$ cat src/rtl/vsg_pkg.sv
package vsg_pkg;

    typedef enum logic [1:0] {
        OM_SYNC  = 2'b00,
        OM_ACT_A = 2'b01,
        OM_ACT_B = 2'b10,
        OM_ACT_C = 2'b11
    } omode_e;

    typedef struct packed {
        logic hs;
        logic vs;
        logic href;
        logic fld;
    } vsg_out_t;

endpackage

$ cat src/rtl/vsg_hv_counter.sv
module vsg_hv_counter #(
    parameter int H_NTSC = 858,
    parameter int H_PAL  = 864,
    parameter int V_NTSC = 525,
    parameter int V_PAL  = 625,
    parameter int HW     = 10,
    parameter int VW     = 10
) (
    input  logic          clk,
    input  logic          rst_n,
    input  logic          pal_sel,
    output logic [HW-1:0] h_q,
    output logic [VW-1:0] v_q
);
    localparam logic [HW-1:0] H_LAST_N = HW'(H_NTSC - 1);
    localparam logic [HW-1:0] H_LAST_P = HW'(H_PAL - 1);
    localparam logic [VW-1:0] V_LAST_N = VW'(V_NTSC - 1);
    localparam logic [VW-1:0] V_LAST_P = VW'(V_PAL - 1);

    typedef struct packed {
        logic [HW-1:0] h;
        logic [VW-1:0] v;
    } cnt_t;

    cnt_t cnt_d, cnt_q;
    logic [HW-1:0] h_last;
    logic [VW-1:0] v_last;

    always_comb begin
        h_last = pal_sel ? H_LAST_P : H_LAST_N;
        v_last = pal_sel ? V_LAST_P : V_LAST_N;
        cnt_d  = cnt_q;
        if (cnt_q.h >= h_last) begin
            cnt_d.h = '0;
            if (cnt_q.v >= v_last) begin
                cnt_d.v = '0;
            end else begin
                cnt_d.v = cnt_q.v + 1'b1;
            end
        end else begin
            cnt_d.h = cnt_q.h + 1'b1;
        end
    end

    always_ff @(posedge clk) begin
        if (!rst_n) begin
            cnt_q <= '0;
        end else begin
            cnt_q <= cnt_d;
        end
    end

    assign h_q = cnt_q.h;
    assign v_q = cnt_q.v;
endmodule

$ cat src/rtl/vsg_hdecode.sv
module vsg_hdecode #(
    parameter int HW         = 10,
    parameter int HACT_START = 122,
    parameter int ACT_LEN    = 720
) (
    input  logic [HW-1:0] h,
    input  logic [9:0]    hs_begin,
    input  logic [9:0]    hs_end,
    output logic          hs_raw,
    output logic          hwin_raw
);
    localparam int CW = (HW > 11) ? HW : 11;
    localparam logic [HW-1:0] HA_LO = HW'(HACT_START);
    localparam logic [HW-1:0] HA_HI = HW'(HACT_START + ACT_LEN);

    logic [CW-1:0] h_ext;
    logic [CW-1:0] b2;
    logic [CW-1:0] e2;
    logic          after_b;
    logic          before_e;

    always_comb begin
        h_ext    = CW'(h);
        b2       = CW'({hs_begin, 1'b0});
        e2       = CW'({hs_end, 1'b0});
        after_b  = (h_ext >= b2);
        before_e = (h_ext < e2);
        if (hs_begin < hs_end) begin
            hs_raw = after_b && before_e;
        end else if (hs_begin > hs_end) begin
            hs_raw = after_b || before_e;
        end else begin
            hs_raw = 1'b0;
        end
        hwin_raw = (h >= HA_LO) && (h < HA_HI);
    end
endmodule

$ cat src/rtl/vsg_vdecode.sv
module vsg_vdecode #(
    parameter int V_NTSC   = 525,
    parameter int V_PAL    = 625,
    parameter int VS_LINES = 6,
    parameter int V_BLANK  = 20,
    parameter int VW       = 10
) (
    input  logic [VW-1:0] v,
    input  logic          pal_sel,
    output logic          vs_raw,
    output logic          vwin_raw,
    output logic          fld_raw
);
    localparam logic [VW-1:0] F0_N   = VW'((V_NTSC + 1) / 2);
    localparam logic [VW-1:0] F0_P   = VW'((V_PAL + 1) / 2);
    localparam logic [VW-1:0] VS_LEN = VW'(VS_LINES);
    localparam logic [VW-1:0] VB_LEN = VW'(V_BLANK);

    logic [VW-1:0] f0_len;
    logic [VW-1:0] line_in_field;

    always_comb begin
        f0_len        = pal_sel ? F0_P : F0_N;
        fld_raw       = (v >= f0_len);
        line_in_field = fld_raw ? (v - f0_len) : v;
        vs_raw        = (line_in_field < VS_LEN);
        vwin_raw      = (line_in_field >= VB_LEN);
    end
endmodule

$ cat src/rtl/video_sync_gen.sv
module video_sync_gen #(
    parameter int H_NTSC     = 858,
    parameter int H_PAL      = 864,
    parameter int V_NTSC     = 525,
    parameter int V_PAL      = 625,
    parameter int HACT_START = 122,
    parameter int ACT_LEN    = 720,
    parameter int VS_LINES   = 6,
    parameter int V_BLANK    = 20
) (
    input  logic       clk,
    input  logic       rst_n,
    input  logic       pal_sel,
    input  logic [1:0] out_mode,
    input  logic [9:0] hs_begin,
    input  logic [9:0] hs_end,
    input  logic       pol_h,
    input  logic       pol_v,
    input  logic       pol_field,
    output logic       hs_o,
    output logic       vs_o,
    output logic       href_o,
    output logic       field_o
);
    import vsg_pkg::*;

    localparam int H_MAX = (H_NTSC > H_PAL) ? H_NTSC : H_PAL;
    localparam int V_MAX = (V_NTSC > V_PAL) ? V_NTSC : V_PAL;
    localparam int HW    = $clog2(H_MAX + 1);
    localparam int VW    = $clog2(V_MAX + 1);

    logic [HW-1:0] h_cnt;
    logic [VW-1:0] v_cnt;
    logic hs_raw, hwin_raw, vs_raw, vwin_raw, fld_raw;
    omode_e mode;
    vsg_out_t out_d, out_q;

    vsg_hv_counter #(
        .H_NTSC(H_NTSC), .H_PAL(H_PAL), .V_NTSC(V_NTSC), .V_PAL(V_PAL),
        .HW(HW), .VW(VW)
    ) u_cnt (
        .clk(clk), .rst_n(rst_n), .pal_sel(pal_sel),
        .h_q(h_cnt), .v_q(v_cnt)
    );

    vsg_hdecode #(
        .HW(HW), .HACT_START(HACT_START), .ACT_LEN(ACT_LEN)
    ) u_hdec (
        .h(h_cnt), .hs_begin(hs_begin), .hs_end(hs_end),
        .hs_raw(hs_raw), .hwin_raw(hwin_raw)
    );

    vsg_vdecode #(
        .V_NTSC(V_NTSC), .V_PAL(V_PAL), .VS_LINES(VS_LINES),
        .V_BLANK(V_BLANK), .VW(VW)
    ) u_vdec (
        .v(v_cnt), .pal_sel(pal_sel),
        .vs_raw(vs_raw), .vwin_raw(vwin_raw), .fld_raw(fld_raw)
    );

    always_comb begin
        mode = omode_e'(out_mode);
        if (mode == OM_SYNC) begin
            out_d.hs = hs_raw ^ pol_h;
            out_d.vs = vs_raw ^ pol_v;
        end else begin
            out_d.hs = hwin_raw ^ pol_h;
            out_d.vs = vwin_raw ^ pol_v;
        end
        out_d.href = hwin_raw && vwin_raw;
        out_d.fld  = fld_raw ^ pol_field;
    end

    always_ff @(posedge clk) begin
        if (!rst_n) begin
            out_q <= '0;
        end else begin
            out_q <= out_d;
        end
    end

    assign hs_o    = out_q.hs;
    assign vs_o    = out_q.vs;
    assign href_o  = out_q.href;
    assign field_o = out_q.fld;
endmodule

$ cat config.mk
export PLATFORM = sky130hd
export DESIGN_NAME = video_sync_gen
export DESIGN_NICKNAME = d
export VERILOG_FILES = /design/src/rtl/vsg_pkg.sv /design/src/rtl/vsg_hv_counter.sv /design/src/rtl/vsg_hdecode.sv /design/src/rtl/vsg_vdecode.sv /design/src/rtl/video_sync_gen.sv
export SDC_FILE = /design/constraint.sdc
export NUM_CORES = 1
export LEC_CHECK = 0
export CAP_MARGIN = 15
export CORE_MARGIN = 2
export CORE_UTILIZATION = 50
export CTS_CLUSTER_SIZE = 28
export DETAILED_ROUTE_END_ITERATION = 8
export PLACE_DENSITY_LB_ADDON = 0.1
export RECOVER_POWER = 50
export SLEW_MARGIN = 20
export SYNTH_ARGS = -nofsm -noshare
export SYNTH_HDL_FRONTEND = slang
export SYNTH_SLANG_ARGS = --single-unit
$ cat constraint.sdc
create_clock -name clk -period 2.93 [get_ports clk]
set_input_delay 0.879 -clock clk [delete_from_list [all_inputs] [get_ports clk]]
set_output_delay 0.879 -clock clk [all_outputs]
set_load 0.1 [all_outputs]
After elaboration in Yosys (flattened, before gate mapping):

Cells that the tools add are included.

* add/sub/neg operators: 3
* $lt $le $gt $ge: 11
* muxes and demuxes: 8
* bitwise gates (word level): 6
* reduce and logical (&&, ||, !) cells: 6

Operators with widths (number)
* $ge A10 B10 Y1: 3
* $add A10 B1 Y10 const B: 2
* $mux W10: 2
* $ge A10 B11 Y1: 1
* $lt A10 B11 Y1: 1
* $ge A10 B5 Y1 const B: 1
* $ge A10 B7 Y1 const B: 1
* $gt A10 B10 Y1: 1
* $lt A10 B10 Y1: 1
* $lt A10 B10 Y1 const B: 1
* $lt A10 B3 Y1 const B: 1
* $sub A10 B10 Y10: 1
* $mux W7: 1
* $mux W6: 1
* $xor A1 B1 Y1: 5
* $logic_and A1 B1 Y1: 3
* $mux W3: 1
* $logic_not A2 Y1: 1
* $mux W1: 2
* $mux W2: 1
* $reduce_or A2 Y1: 1
* $logic_or A1 B1 Y1: 1
* $not A1 Y1: 1

* flip-flop bits (word level): 24
* input port bits: 28
* output and inout bits: 4
* word-level logic and storage cells: 40

Depth between registers and ports, before layout:

Gate-level depths: netlist (run 1).

* depth in word-level cells: 6
* gate-level depth with buffers: 9
* gate-level depth less buffers: 9

By module:

From an unflattened synthesis (run 1), not the netlist that was laid out.

* cells, all modules: 299
* area total of the unflattened synthesis: 2494.9 um^2

Modules (own cells, without submodules)
* vsg_hv_counter: times used 1, cells each 124, area an instance 1114.8 um^2
* vsg_hdecode: times used 1, cells each 95, area an instance 730.7 um^2
* vsg_vdecode: times used 1, cells each 64, area an instance 481.7 um^2
* video_sync_gen: times used 1, cells each 16, area an instance 167.7 um^2

Worst setup path before layout (run 1):

Ideal clock, no wire load.

* path kind: input to register
* start point: in pal_sel
* end point: reg out_q, in the netlist vs_o
* data arrival time: 2.777 ns
* data required time: 2.866 ns
* slack: 0.090 ns
* cell stages on the path: 9
* buffers on the path: 0
* path through: inv_1 > ha_1 > a21oi_2 > a21boi_1 > or4_1 > nand3_1 > nand4_1 > or4_1 > nand4_1

* cells in the longest elaborated chain, start to end: 6
* elaborated cells on any way between the ends: 9

Ends and longest elaborated chain
* start: declaration: line video_sync_gen.sv:13 `input logic pal_sel,`
* $mux W6 *: line vsg_vdecode.sv:23 `f0_len = pal_sel ? F0_P : F0_N;`
* $sub A10 B10 Y10 or $ge A10 B10 Y1 (tied branches): line vsg_vdecode.sv:25, vsg_vdecode.sv:24
* $mux W10 *: line vsg_vdecode.sv:25 `line_in_field = fld_raw ? (v - f0_len) : v;`
* $ge A10 B5 Y1 or $lt A10 B3 Y1 (tied branches): line vsg_vdecode.sv:27, vsg_vdecode.sv:26
* $xor A1 B1 Y1, on equally long branches: line video_sync_gen.sv:68, video_sync_gen.sv:65
* $mux W2 *: line video_sync_gen.sv:63 `if (mode == OM_SYNC) begin`
* end signal: assignment: line video_sync_gen.sv:78 `out_q <= out_d;`
* end: declaration: line video_sync_gen.sv:36 `vsg_out_t out_d, out_q;`

Mark *: on every way between the ends. The rest lies on a longest branch, timed or not.
A chain may end at the register's enable or synchronous reset.

Worst setup path after layout (run 1):

Ends and elaborated chain as after synthesis.

==> impl_results.md, run 1 <==
- Port bufs: 31
- Ranking of synthesized cells by area: ha_1 (22%), dfxtp_1 (21%), nor2_1 (6.4%)
- Worst endpoint required time: approximately 3.2 ns
- Area share of the leading cell type in the synthesized netlist: 0.224
- Placer Congestion: slightly above 0.9
- Num CTS Buffers: 3
- Max-cap violations: 0
- # fillers: about 300
- Cell Chain, Critical Path: dlygate4sd2_1, buf_4, ha_1, a21oi_2, a21boi_1, or4_1, nand3_1, nand4_1, or4_1, nand4_1
- CP max stage delay: roughly 0.53 ns
- Synth cell types: 45
- Clock Skew: approximately 0.0056 ns
- Critical Path Sink: vs_o
- Total wire length: 6.74 mm
- Core area: about 0.0044 mm2
- Worst hold path type: reg -> reg
- Critical R2R Capture: hs_o
- Vias in the first global route: between 2000 and 2500
- Synth Area in Compound Gates: 0.194
- Worst Setup Path Type: in -> reg
- Clock latency on the worst-skew pair: roughly 0.28 ns
- DR vias/cell: around 5.7
- CP Buf/Inv Count: 2
- Worst path arrival time: between 3 and 4 ns
- Reg-to-reg slack, setup: 0.56 ns
- Final period util: 0.997
- Synth Register Bits: 24
- Antenna violation net count after detailed routing: 0
- Clk sink count: 24
- Area Overhead vs Synth: 47.1%
- Cell Area, Synth: between 0.002 and 0.0025 mm2
- Crit Path Max Fanout: 4
- Critical R2R Launch: u_cnt.h_q[5]
- Number of diodes: 0
- Area leader, netlist: ha_1
- WL/cell: between 15 and 20 um
- DR vias: ~2500
- Syn_nets: about 370
- Top_reg_cell synth: dfxtp_1
- Crit. path cell count: 10
- Synth Area per Inst: between 7 and 8 um2
- Beginning of the critical path: pal_sel
- Number of enable flip-flop cells after synthesis: 0
- Register area share after synthesis: 0.210
- Critical Path Start Type: primary input
- Top-count cell post-synth: ha_1
- PwrDens: between 200 and 250 mW/mm2
- Largest family of logic cells by synthesized area: simple AND/OR/NAND/NOR gates
- Slowest cell on the critical path: or4_1
- Design Power: 831 uW
- Slew Viols, Final: 0
- Outcome: complete, no violations
- Largest net degree at the start of global routing: 14
- Worst setup EP type: flop
- Residual DRC count: 0
- Worst rel slew slack: 0.228
- Clk slew on worst S/H paths: around 0.090 ns
- Async set-reset flop share out of synthesis: 0
- Worst vdd ir: 0.000182 V
- # IOs: 32
- Adder-cell area share of the yosys netlist: 0.233
- Clk buf depth: 2
- Crit path max-delay family: simple AND/OR/NAND/NOR gates
- H-tree Lvls: 1
- Initial Utilization: 0.522
- Xor/xnor share of the synthesized area: 0.0766
- DP Cell Count: 424
- Rows: 24
- Top post-synthesis cells by count: ha_1 (41), nor2_1 (39), inv_1 (28), nand2_1 (28), dfxtp_1 (24)
- Hold depth: 1
- Final Setup Violations: 0
- Synthesis Warnings: 0
- Share of layout cells above drive strength 1: 0.259
- Post-Layout Cell Count: between 400 and 500
- Actual slew at the worst max-slew pin: about 1.2 ns
- F_max: between 300 and 400 MHz
- Die width: approximately 72 um
- GR Util All Layers: 0.236
- Min Tclk post-route: around 3 ns
- Leak: around 0.0016 uW
- CTS tree: yes
- Cell count after synthesis: between 200 and 300
- Die Height: about 72 um
- Fin Hold WS: 0.496 ns
- Iter 0 DRT Violations: about 130
- Wire length of the first global-routing pass: 9.85 mm
- Hpwl dp: roughly 4.4 mm
- Simple-Gate Fraction of Synth Area: 0.234
- Fin. Hold Viols: 0
- Initial antenna violation count: 0
- GRT Residual Overflow: 0
- Nets@finish: about 450
- Reg2reg path depth: 8
- Mux contribution to synthesized area: 0
- DIE AREA: 0.00513 mm2
- Critical hold path startpoint: u_cnt.h_q[0]
- Root buffer cell: clkbuf_8
- Drt pass-1 iters: 4
==> worst reg2reg max path, stage by stage, from the launching register on <==
cell,delay (ns)
dfxtp_1,0.57
ha_1,0.31
o21a_1,0.18
o2111ai_2,0.17
nor2_1,0.09
a21oi_2,0.20
a211oi_2,0.10
or4_1,0.49
and3_1,0.17
==> routing by layer <==
metal | vias up | wire (um) | GRT usage | share of wire
met5 | - | 0 | 0 | 0
met4 | 0 | 111 | 0.0650 | 0.016
met3 | 8 | 413 | 0.0323 | 0.061
met2 | 86 | 3190 | 0.354 | 0.47
met1 | 1140 | 3020 | 0.354 | 0.45
li1 | 1235 | - | - | -
==> stage by stage <==
step	util	TNS [ns]	setup WS [ns]	cell area (um2)
after CTS	0.716	0	0.00350	3140
after detailed placement	0.681	-5.93	-0.512	2980
final	0.767	0	0.00864	3360
after floorplan	-	0	0.0897	2290
after global placement	0.681	-5.26	-0.458	2980
after global routing	0.767	-0.0758	-0.0474	3360
==> sequential cells by signal, indices dropped and copies added, names as in the netlist <==
signal,flops
field_o,1
href_o,1
hs_o,1
u_cnt.h_q,10
u_cnt.v_q,10
vs_o,1
==> cell type report <==
| cell class | instances | area (um2) | share of cell area |
|---|---|---|---|
| Inverter | 28 | 105 | 0.0312 |
| Timing Repair Buffer | 79 | 668 | 0.199 |
| Multi-Input combinational cell | 243 | 1990 | 0.592 |
| Tap cell | 52 | 65.1 | 0.0193 |
| Clock buffer | 4 | 55.1 | 0.0164 |
| Sequential cell | 24 | 480 | 0.143 |
==> report_power, final <==
| part | internal (uW) | switching (uW) | leakage [uW] |
|---|---|---|---|
| clock network | 120 | 117 | 0.0000288 |
| logic | 124 | 131 | 0.00134 |
| registers | 332 | 6.52 | 0.000195 |
| total | 577 | 254 | 0.00156 |
==> kinds of logic after synthesis <==
| logic type | Yosys count |
|---|---|
| XOR/XNOR | 20 |
| AND/OR/NAND/NOR | 114 |
| buffers and inverters | 31 |
| AO/OA/AOI/OAI | 67 |
| adder cells (fa/ha/maj) | 42 |
| flip-flops | 24 |
==> cell usage in the layout (no fill, tap or decap), drive strengths merged, types with 3 or more instances in the layout <==
cell type | netlist | layout
dlymetal6s2s | 0 | 14
clkbuf | 1 | 10
buf | 2 | 46
nor4 | 4 | 4
o21ai | 19 | 19
nand3 | 12 | 12
xor2 | 9 | 9
dlygate4sd2 | 0 | 5
o31ai | 5 | 5
clkdlybuf4s50 | 0 | 8
or4 | 3 | 3
nor3 | 6 | 6
and3 | 3 | 3
nand4 | 6 | 6
nand2 | 28 | 28
nor2 | 39 | 39
xnor2 | 11 | 11
inv | 28 | 28
dfxtp | 24 | 24
ha | 41 | 41
a211oi | 6 | 6
o211ai | 3 | 3
a31oi | 4 | 4
a21oi | 13 | 13
o21bai | 3 | 3
a21boi | 3 | 3
nor2b | 4 | 4
==> what timing repair did <==
item | CTS | global route
buffers inserted | 1 | 1
hold buffers | 0 | 0
endpoints found under the setup margin | 3 | 3
pin swaps | 14 | 26
resized for setup | 20 | 45
==> worst min path at each step <==
stage / to
after floorplan: u_cnt.h_q[0]
after global placement: u_cnt.h_q[0]
after detailed placement: u_cnt.h_q[0]
after CTS: u_cnt.h_q[0]
after global routing: u_cnt.h_q[0]
final: u_cnt.h_q[0]
Power figures use the tool's default switching activity.
==> inputs of run 2 (changes only) <==
--- a/config.mk
+++ b/config.mk
@@ -7,7 +7,7 @@
 export LEC_CHECK = 0
 export CAP_MARGIN = 15
 export CORE_MARGIN = 2
-export CORE_UTILIZATION = 50
+export CORE_UTILIZATION = 51
 export CTS_CLUSTER_SIZE = 28
 export DETAILED_ROUTE_END_ITERATION = 8
 export PLACE_DENSITY_LB_ADDON = 0.1
@@ -15,4 +15,5 @@
 export SLEW_MARGIN = 20
 export SYNTH_ARGS = -nofsm -noshare
 export SYNTH_HDL_FRONTEND = slang
+export SYNTH_HIERARCHICAL = 1
 export SYNTH_SLANG_ARGS = --single-unit
==> run 2 against run 1 <==
- non-clock buffer count is 2 lower
- critical path type unchanged
- wire length is 0.58% higher
- worst hold slack better by 0.00092 ns
- flip-flop and latch count stayed put
- count of clock-buffer cells in the layout is 1 lower
- cell count is 3.0% higher
- register-to-register slack worse by 0.23 ns
- largest cell class unchanged
- the run now ends with negative setup slack left
- global-route usage is 1.7 points higher
==> impl_results.md, run 2 <==
- Crit Path Max Fanout: 5 (was 4)
- DP Cell Count: 437 (was 424)
- Worst hold path type: reg -> reg (unchanged)
- Area leader, netlist: ha_1 (unchanged)
- Initial antenna violation count: 0 (unchanged)
- Fin. Hold Viols: 0 (unchanged)
- Worst endpoint required time: 3.13 ns (was 3.15 ns)
- Worst vdd ir: 0.000273 V (was 0.000182 V)
- Share of layout cells above drive strength 1: 0.229 (was 0.259)
- Adder-cell area share of the yosys netlist: 0.224 (was 0.233)
- Async set-reset flop share out of synthesis: 0 (unchanged)
- Reg-to-reg slack, setup: 0.33 ns (was 0.56 ns)
- Outcome: finished with violations (was complete, no violations)
- CP max stage delay: 0.39 ns (was 0.53 ns)
- Placer Congestion: 0.875 (was 0.923)
- Worst path arrival time: 3.19 ns (was 3.14 ns)
- Area share of the leading cell type in the synthesized netlist: 0.216 (was 0.224)
- Root buffer cell: clkbuf_8 (unchanged)
- Cell count after synthesis: 299 (was 298)
- Wire length of the first global-routing pass: 11.0 mm (was 9.85 mm)
- Antenna violation net count after detailed routing: 0 (unchanged)
- Die Height: 73.9 um (was 71.6 um)
- DR vias: 2559 (was 2469)
- Leak: 0.00154 uW (was 0.00156 uW)
- Setup ws final: -0.0588 ns (was 0.00864 ns)
- Actual slew at the worst max-slew pin: 1.18 ns (was 1.16 ns)
- Initial Utilization: 0.528 (was 0.522)
- Drt pass-1 iters: 4 (unchanged)
- Simple-Gate Fraction of Synth Area: 0.215 (was 0.234)
- Worst Setup Path Type: in -> reg (unchanged)
- Worst setup EP type: flop (unchanged)
- Failing checks: negative setup slack
- Total wire length: 6.78 mm (was 6.74 mm)
- Clock latency on the worst-skew pair: 0.27 ns (was 0.28 ns)
- Top-count cell post-synth: ha_1 (unchanged)
- Slew Viols, Final: 0 (unchanged)
- Largest net degree at the start of global routing: 20 (was 14)
- Synth Area in Compound Gates: 0.252 (was 0.194)
- RSZ-0062 raised after global routing: yes
- Vias in the first global route: 2462 (was 2211)
- WL/cell: 15.3 um (was 15.7 um)
- Synth Area per Inst: 8.34 um2 (was 7.68 um2)
- Final Setup Violations: 1 (was 0)
- Max-cap violations: 0 (unchanged)
- Hpwl dp: 5.13 mm (was 4.43 mm)
- CTS tree: yes (unchanged)
- Most frequent cells in the layout: buf_4 (44), ha_1 (36), inv_1 (29), clkdlybuf4s50_1 (25), dfxtp_1 (24) (was buf_4 (46), nor2_1 (39), nand2_1 (28), ha_1 (24), dfxtp_1 (24))
- # IOs: 32 (unchanged)
- Clk buf depth: 2 (unchanged)
- Final design utilization: 0.722 (was 0.767)
- Final period util: 1.02 (was 0.997)
- Clk sink count: 24 (unchanged)
- Nets@finish: 449 (unchanged)
- Synthesis Warnings: 6 (was 0)
- Synth cell types: 66 (was 45)
- Clock Skew: 0.00233 ns (was 0.00556 ns)
- Core area: 0.00472 mm2 (was 0.00438 mm2)
- GRT Residual Overflow: 0 (unchanged)
- Cell Chain, Critical Path: buf_8, buf_4, fa_2, a21oi_2, buf_4, nand4_1, o31a_1, nor3_2, nor3_1, or3_1, mux2i_1, mux2i_1 (was dlygate4sd2_1, buf_4, ha_1, a21oi_2, a21boi_1, or4_1, nand3_1, nand4_1, or4_1, nand4_1)
- Register area share after synthesis: 0.193 (was 0.210)
- PwrDens: 249 mW/mm2 (was 247 mW/mm2)
- Top_reg_cell synth: dfxtp_1 (unchanged)
- Most common cell after layout, fill and taps aside: buf_4 (unchanged)
- Worst rel slew slack: 0.218 (was 0.228)
- Critical Path Start Type: primary input (unchanged)
- Iter 0 DRT Violations: 84 (was 129)
- Number of enable flip-flop cells after synthesis: 0 (unchanged)
- Num CTS Buffers: 3 (unchanged)
- Rows: 25 (was 24)
- Post-Layout Cell Count: 443 (was 430)
- Largest family of logic cells by synthesized area: compound AO/OA/AOI/OAI gates (was simple AND/OR/NAND/NOR gates)
- Clk slew on worst S/H paths: 0.09 ns (about the same)
- Area Overhead vs Synth: 36.8% (was 47.1%)
- H-tree Lvls: 1 (unchanged)
- DIE AREA: 0.00547 mm2 (was 0.00513 mm2)
- Die width: 73.9 um (was 71.6 um)
- Xor/xnor share of the synthesized area: 0.0386 (was 0.0766)
- Ranking of synthesized cells by area: ha_1 (22%), dfxtp_1 (19%), inv_1 (4.8%) (was ha_1 (22%), dfxtp_1 (21%), nor2_1 (6.4%))
- Number of diodes: 0 (unchanged)
- Min Tclk post-route: 2.99 ns (was 2.92 ns)
- Syn_nets: 371 (was 368)
- Synth Register Bits: 24 (unchanged)
- Port bufs: 31 (unchanged)
- DR vias/cell: 5.78 (was 5.74)
- # fillers: 401 (was 306)
- Top post-synthesis cells by count: ha_1 (43), inv_1 (32), dfxtp_1 (24) (was ha_1 (41), nor2_1 (39), inv_1 (28), nand2_1 (28), dfxtp_1 (24))
- Residual DRC count: 0 (unchanged)
- GR Util All Layers: 0.254 (was 0.236)
- Cell Area, Synth: 0.00249 mm2 (was 0.00229 mm2)
- F_max: 335 MHz (was 342 MHz)
- Mux contribution to synthesized area: 0.0201 (was 0)
- Slowest cell on the critical path: fa_2 (was or4_1)
run 2: worst max-delay path, delay by kind of cell:
kind	cells	cell delay, ns
buffers and inverters	3	0.40
adders and majority gates	1	0.39
and+or+nand+nor	4	0.69
muxes	2	0.37
AOI/OAI and AO/OA	2	0.46
run 2: cell type report:
| class | count | area, um2 | area share |
|---|---|---|---|
| multi-input combinational | 239 | 2010 | 0.589 |
| timing repair buffer | 77 | 643 | 0.188 |
| sequential | 24 | 480 | 0.141 |
| inverter | 32 | 124 | 0.0363 |
| tap | 67 | 83.8 | 0.0246 |
| clock buffer | 3 | 41.3 | 0.0121 |
| clock inverter | 1 | 30.0 | 0.00880 |
run 2: cells by family after synthesis:
family,after synthesis
buffers and inverters,36
adder cells (fa/ha/maj),44
AO/OA/AOI/OAI,82
flip-flops,24
AND/OR/NAND/NOR,97
multiplexers,5
XOR/XNOR,11
run 2: timing repair:
item,4_1_cts,5_1_grt
pin swaps,14,8
buffers inserted,2,0
hold buffers,0,0
gates resized for setup,19,3
setup endpoints to repair,4,3
run 2: worst paths after layout:
check                             startpoint           end  depth (start not counted)
worst min register to register  u_cnt/h_q[0]  u_cnt/h_q[0]                          1
worst max register to register  u_cnt/v_q[1]          vs_o                         10
worst max-delay path                 pal_sel          vs_o                         12
worst min-delay path            u_cnt/h_q[0]  u_cnt/h_q[0]                          1
run 2: per-layer routing:
metal / up-vias / track usage / wire length [um]
met5: - / 0 / 0
met2: 66 / 0.428 / 3230
met3: 9 / 0.0298 / 286
met4: 0 / 0.0667 / 89
met1: 1202 / 0.345 / 3170
li1: 1282 / - / -
run 2: where the power goes:
group	switching (uW)	total (uW)	internal [uW]
logic	107	214	107
clock network	114	296	183
registers	7.42	340	332
total	228	850	622
run 2: metrics by stage:
stage	worst slack (ns)	setup TNS, ns	cell area [um2]	hold slack, ns	total power (uW)
floorplan	-0.0676	-0.0676	2560	0.441	463
detailed placement	-0.777	-4.10	3250	0.476	556
finish	-0.0588	-0.0588	3410	0.497	850
global route	-0.129	-0.230	3410	0.552	890
global placement	-0.733	-3.36	3250	0.468	549
CTS	-0.0744	-0.0744	3430	0.498	857
==> inputs of run 3 (changes only) <==
--- a/config.mk
+++ b/config.mk
@@ -5,12 +5,13 @@
 export SDC_FILE = /design/constraint.sdc
 export NUM_CORES = 1
 export LEC_CHECK = 0
+export ABC_CLOCK_PERIOD_IN_PS = 2930
 export CAP_MARGIN = 15
 export CORE_MARGIN = 2
 export CORE_UTILIZATION = 51
 export CTS_CLUSTER_SIZE = 28
 export DETAILED_ROUTE_END_ITERATION = 8
-export PLACE_DENSITY_LB_ADDON = 0.1
+export PLACE_DENSITY = 0.89
 export RECOVER_POWER = 50
 export SLEW_MARGIN = 20
 export SYNTH_ARGS = -nofsm -noshare
==> run 3 against run 2 <==
- the run still ends with negative setup slack left
- non-clock buffer count is 4 higher
- via count up 6.6%
- maximum frequency is 0.62% lower
- count of clock-buffer cells in the layout unchanged
- worst hold slack improved by 0.0063 ns
- clock power is 3% higher
- global-route usage is 1.9 points higher
- core utilization up 3.1 points
- flip-flop and latch count did not move
- power up 5.2%
- sequential power is essentially flat
- worst setup slack worse by 0.019 ns
- highest routed layer unchanged
==> impl_results.md, run 3 (same netlist as run 2, synthesis figures left out) <==
- Outcome: finished with violations (unchanged)
- Failing checks: negative setup slack (unchanged)
- H-tree Lvls: 1 (unchanged)
- Die width: 73.9 um (unchanged)
- # fillers: 298 (was 401)
- Fin. Hold Viols: 0 (unchanged)
- Total wire length: 7.91 mm (was 6.78 mm)
- Initial Utilization: 0.528 (unchanged)
- DIE AREA: 0.00547 mm2 (unchanged)
- GRT Residual Overflow: 0 (unchanged)
- Critical R2R Launch: u_cnt/v_q[1] (unchanged)
- Clock latency on the worst-skew pair: 0.28 ns (was 0.27 ns)
- Hold depth: 1 (unchanged)
- Placer Congestion: 0.938 (was 0.875)
- Residual DRC count: 0 (unchanged)
- Clk slew on worst S/H paths: 0.09 ns (about the same)
- Largest net degree at the start of global routing: 17 (was 20)
- Crit Path Max Fanout: 4 (was 5)
- F_max: 333 MHz (was 335 MHz)
- RSZ-0062 raised after global routing: yes (unchanged)
- Clk sink count: 24 (unchanged)
- Worst path arrival time: 3.22 ns (was 3.19 ns)
- Final Setup Violations: 1 (unchanged)
- Num CTS Buffers: 3 (unchanged)
- Reg-to-reg slack, setup: 0.23 ns (was 0.33 ns)
- GR Util All Layers: 0.273 (was 0.254)
- Worst hold path type: reg -> reg (unchanged)
- Most common cell after layout, fill and taps aside: buf_4 (unchanged)
- Worst rel slew slack: 0.213 (was 0.218)
- Iter 0 DRT Violations: 166 (was 84)
- Die Height: 73.9 um (unchanged)
- Port bufs: 31 (unchanged)
- # IOs: 32 (unchanged)
- Slew Viols, Final: 0 (unchanged)
- Share of layout cells above drive strength 1: 0.276 (was 0.229)
- Initial antenna violation count: 0 (unchanged)
- Critical Path Start Type: primary input (unchanged)
- Final period util: 1.03 (was 1.02)
- Vias in the first global route: 2620 (was 2462)
- Number of diodes: 0 (unchanged)
- DR vias/cell: 6.10 (was 5.78)
- Worst Setup Path Type: in -> reg (unchanged)
- DP Cell Count: 441 (was 437)
- Hold_buf cts: 0 (unchanged)
- Area Overhead vs Synth: 42.6% (was 36.8%)
- Wire length of the first global-routing pass: 11.8 mm (was 11.0 mm)
- Worst vdd ir: 0.000204 V (was 0.000273 V)
- Cell Chain, Critical Path: buf_8, buf_8, fa_2, nor3_4, o21ai_2, a31oi_4, mux2i_1, a211o_1, or3_4, mux2i_1, mux2i_1 (was buf_8, buf_4, fa_2, a21oi_2, buf_4, nand4_1, o31a_1, nor3_2, nor3_1, or3_1, mux2i_1, mux2i_1)
- Fin Hold WS: 0.503 ns (was 0.497 ns)
- Critical hold path startpoint: u_cnt/h_q[0] (unchanged)
- Drt pass-1 iters: 4 (unchanged)
- Clk buf depth: 2 (unchanged)
- Setup ws final: -0.0774 ns (was -0.0588 ns)
- DR vias: 2727 (was 2559)
- Most frequent cells in the layout: buf_4 (48), ha_1 (33), inv_1 (28), dfxtp_1 (24), clkdlybuf4s50_1 (22) (was buf_4 (44), ha_1 (36), inv_1 (29), clkdlybuf4s50_1 (25), dfxtp_1 (24))
- Leak: 0.00160 uW (was 0.00154 uW)
- CTS tree: yes (unchanged)
- Design Power: 894 uW (was 850 uW)
- Actual slew at the worst max-slew pin: 1.19 ns (was 1.18 ns)
- PwrDens: 251 mW/mm2 (was 249 mW/mm2)
- Antenna violation net count after detailed routing: 0 (unchanged)
- Clock Skew: 0.00343 ns (was 0.00233 ns)
- Hpwl dp: 5.46 mm (was 5.13 mm)
- Worst setup EP type: flop (unchanged)
- Rows: 25 (unchanged)
- CP dominant cell by count: mux2i_1
- Critical R2R Capture: vs_o (unchanged)
- Reg2reg path depth: 10 (unchanged)
- Slowest cell on the critical path: fa_2 (unchanged)
- Root buffer cell: clkbuf_8 (unchanged)
- WHS Endpoint: u_cnt/h_q[0] (unchanged)
- CP max stage delay: 0.45 ns (was 0.39 ns)
- Min Tclk post-route: 3.01 ns (was 2.99 ns)
- Max-cap violations: 0 (unchanged)
- WL/cell: 17.7 um (was 15.3 um)
- Worst endpoint required time: 3.15 ns (was 3.13 ns)
- Nets@finish: 453 (was 449)
- Core area: 0.00472 mm2 (unchanged)
- Post-Layout Cell Count: 447 (was 443)
==> run 3: cell count changes in the layout (fill, tap and decap cells not counted), sizes merged <==
cell	before	now
buf	46	50
dlymetal6s2s	0	3
clkdlybuf4s50	25	22
==> run 3: layout make-up <==
cell class | instances | area, um2 | share of cell area
multi-input cells | 239 | 2120 | 0.597
repair buffers | 81 | 676 | 0.190
flip-flops and latches | 24 | 480 | 0.135
inverters | 32 | 124 | 0.0348
well taps | 67 | 83.8 | 0.0236
clock buffers | 3 | 41.3 | 0.0116
clock inverters | 1 | 30.0 | 0.00844
==> run 3: metal layers <==
layer  track usage  vias up  share of wire
met5             0        -              0
met2         0.518       90           0.51
li1              -     1300              -
met4        0.0869        0          0.037
met3        0.0352       28          0.042
met1         0.314     1309           0.41
==> run 3: worst max-delay path, delay by kind of cell <==
family	cells	cell delay, ns
mux	3	0.46
simple gates	2	0.56
compound gates	3	0.65
buf+inv	2	0.22
fa+ha+maj	1	0.45
==> run 3: how the worst max path moves through the flow <==
| stage | slack [ns] | startpoint | end |
|---|---|---|---|
| global route | -0.14 | pal_sel | vs_o |
| finish | -0.08 | pal_sel | vs_o |
| floorplan | -0.07 | pal_sel | vs_o |
| CTS | -0.05 | pal_sel | vs_o |
| detailed placement | -0.80 | pal_sel | vs_o |
| global placement | -0.75 | pal_sel | vs_o |
==> run 3: power breakdown <==
group	internal [uW]	switching (uW)	total, uW	leakage [uW]
Combinational	122	129	251	0.00137
Clock	183	121	304	0.0000357
Sequential	332	7.08	339	0.000195
==> run 3: repair_timing <==
item                                    4_1_cts  5_1_grt
pin swaps                                    15       20
endpoints found under the setup margin        3        3
cloned                                        0        0
resized for setup                            19       28
buffers inserted                              1        1
==> run 3: through the flow <==
stage                     cell area (um2)  setup slack (ns)   util  TNS [ns]
final                                3560           -0.0774  0.753   -0.0774
after global routing                 3560            -0.142  0.753    -0.257
after CTS                            3420           -0.0490  0.724   -0.0490
after detailed placement             3270            -0.803  0.693     -3.83
after global placement               3270            -0.746  0.693     -2.64
after floorplan                      2560           -0.0676      -   -0.0676
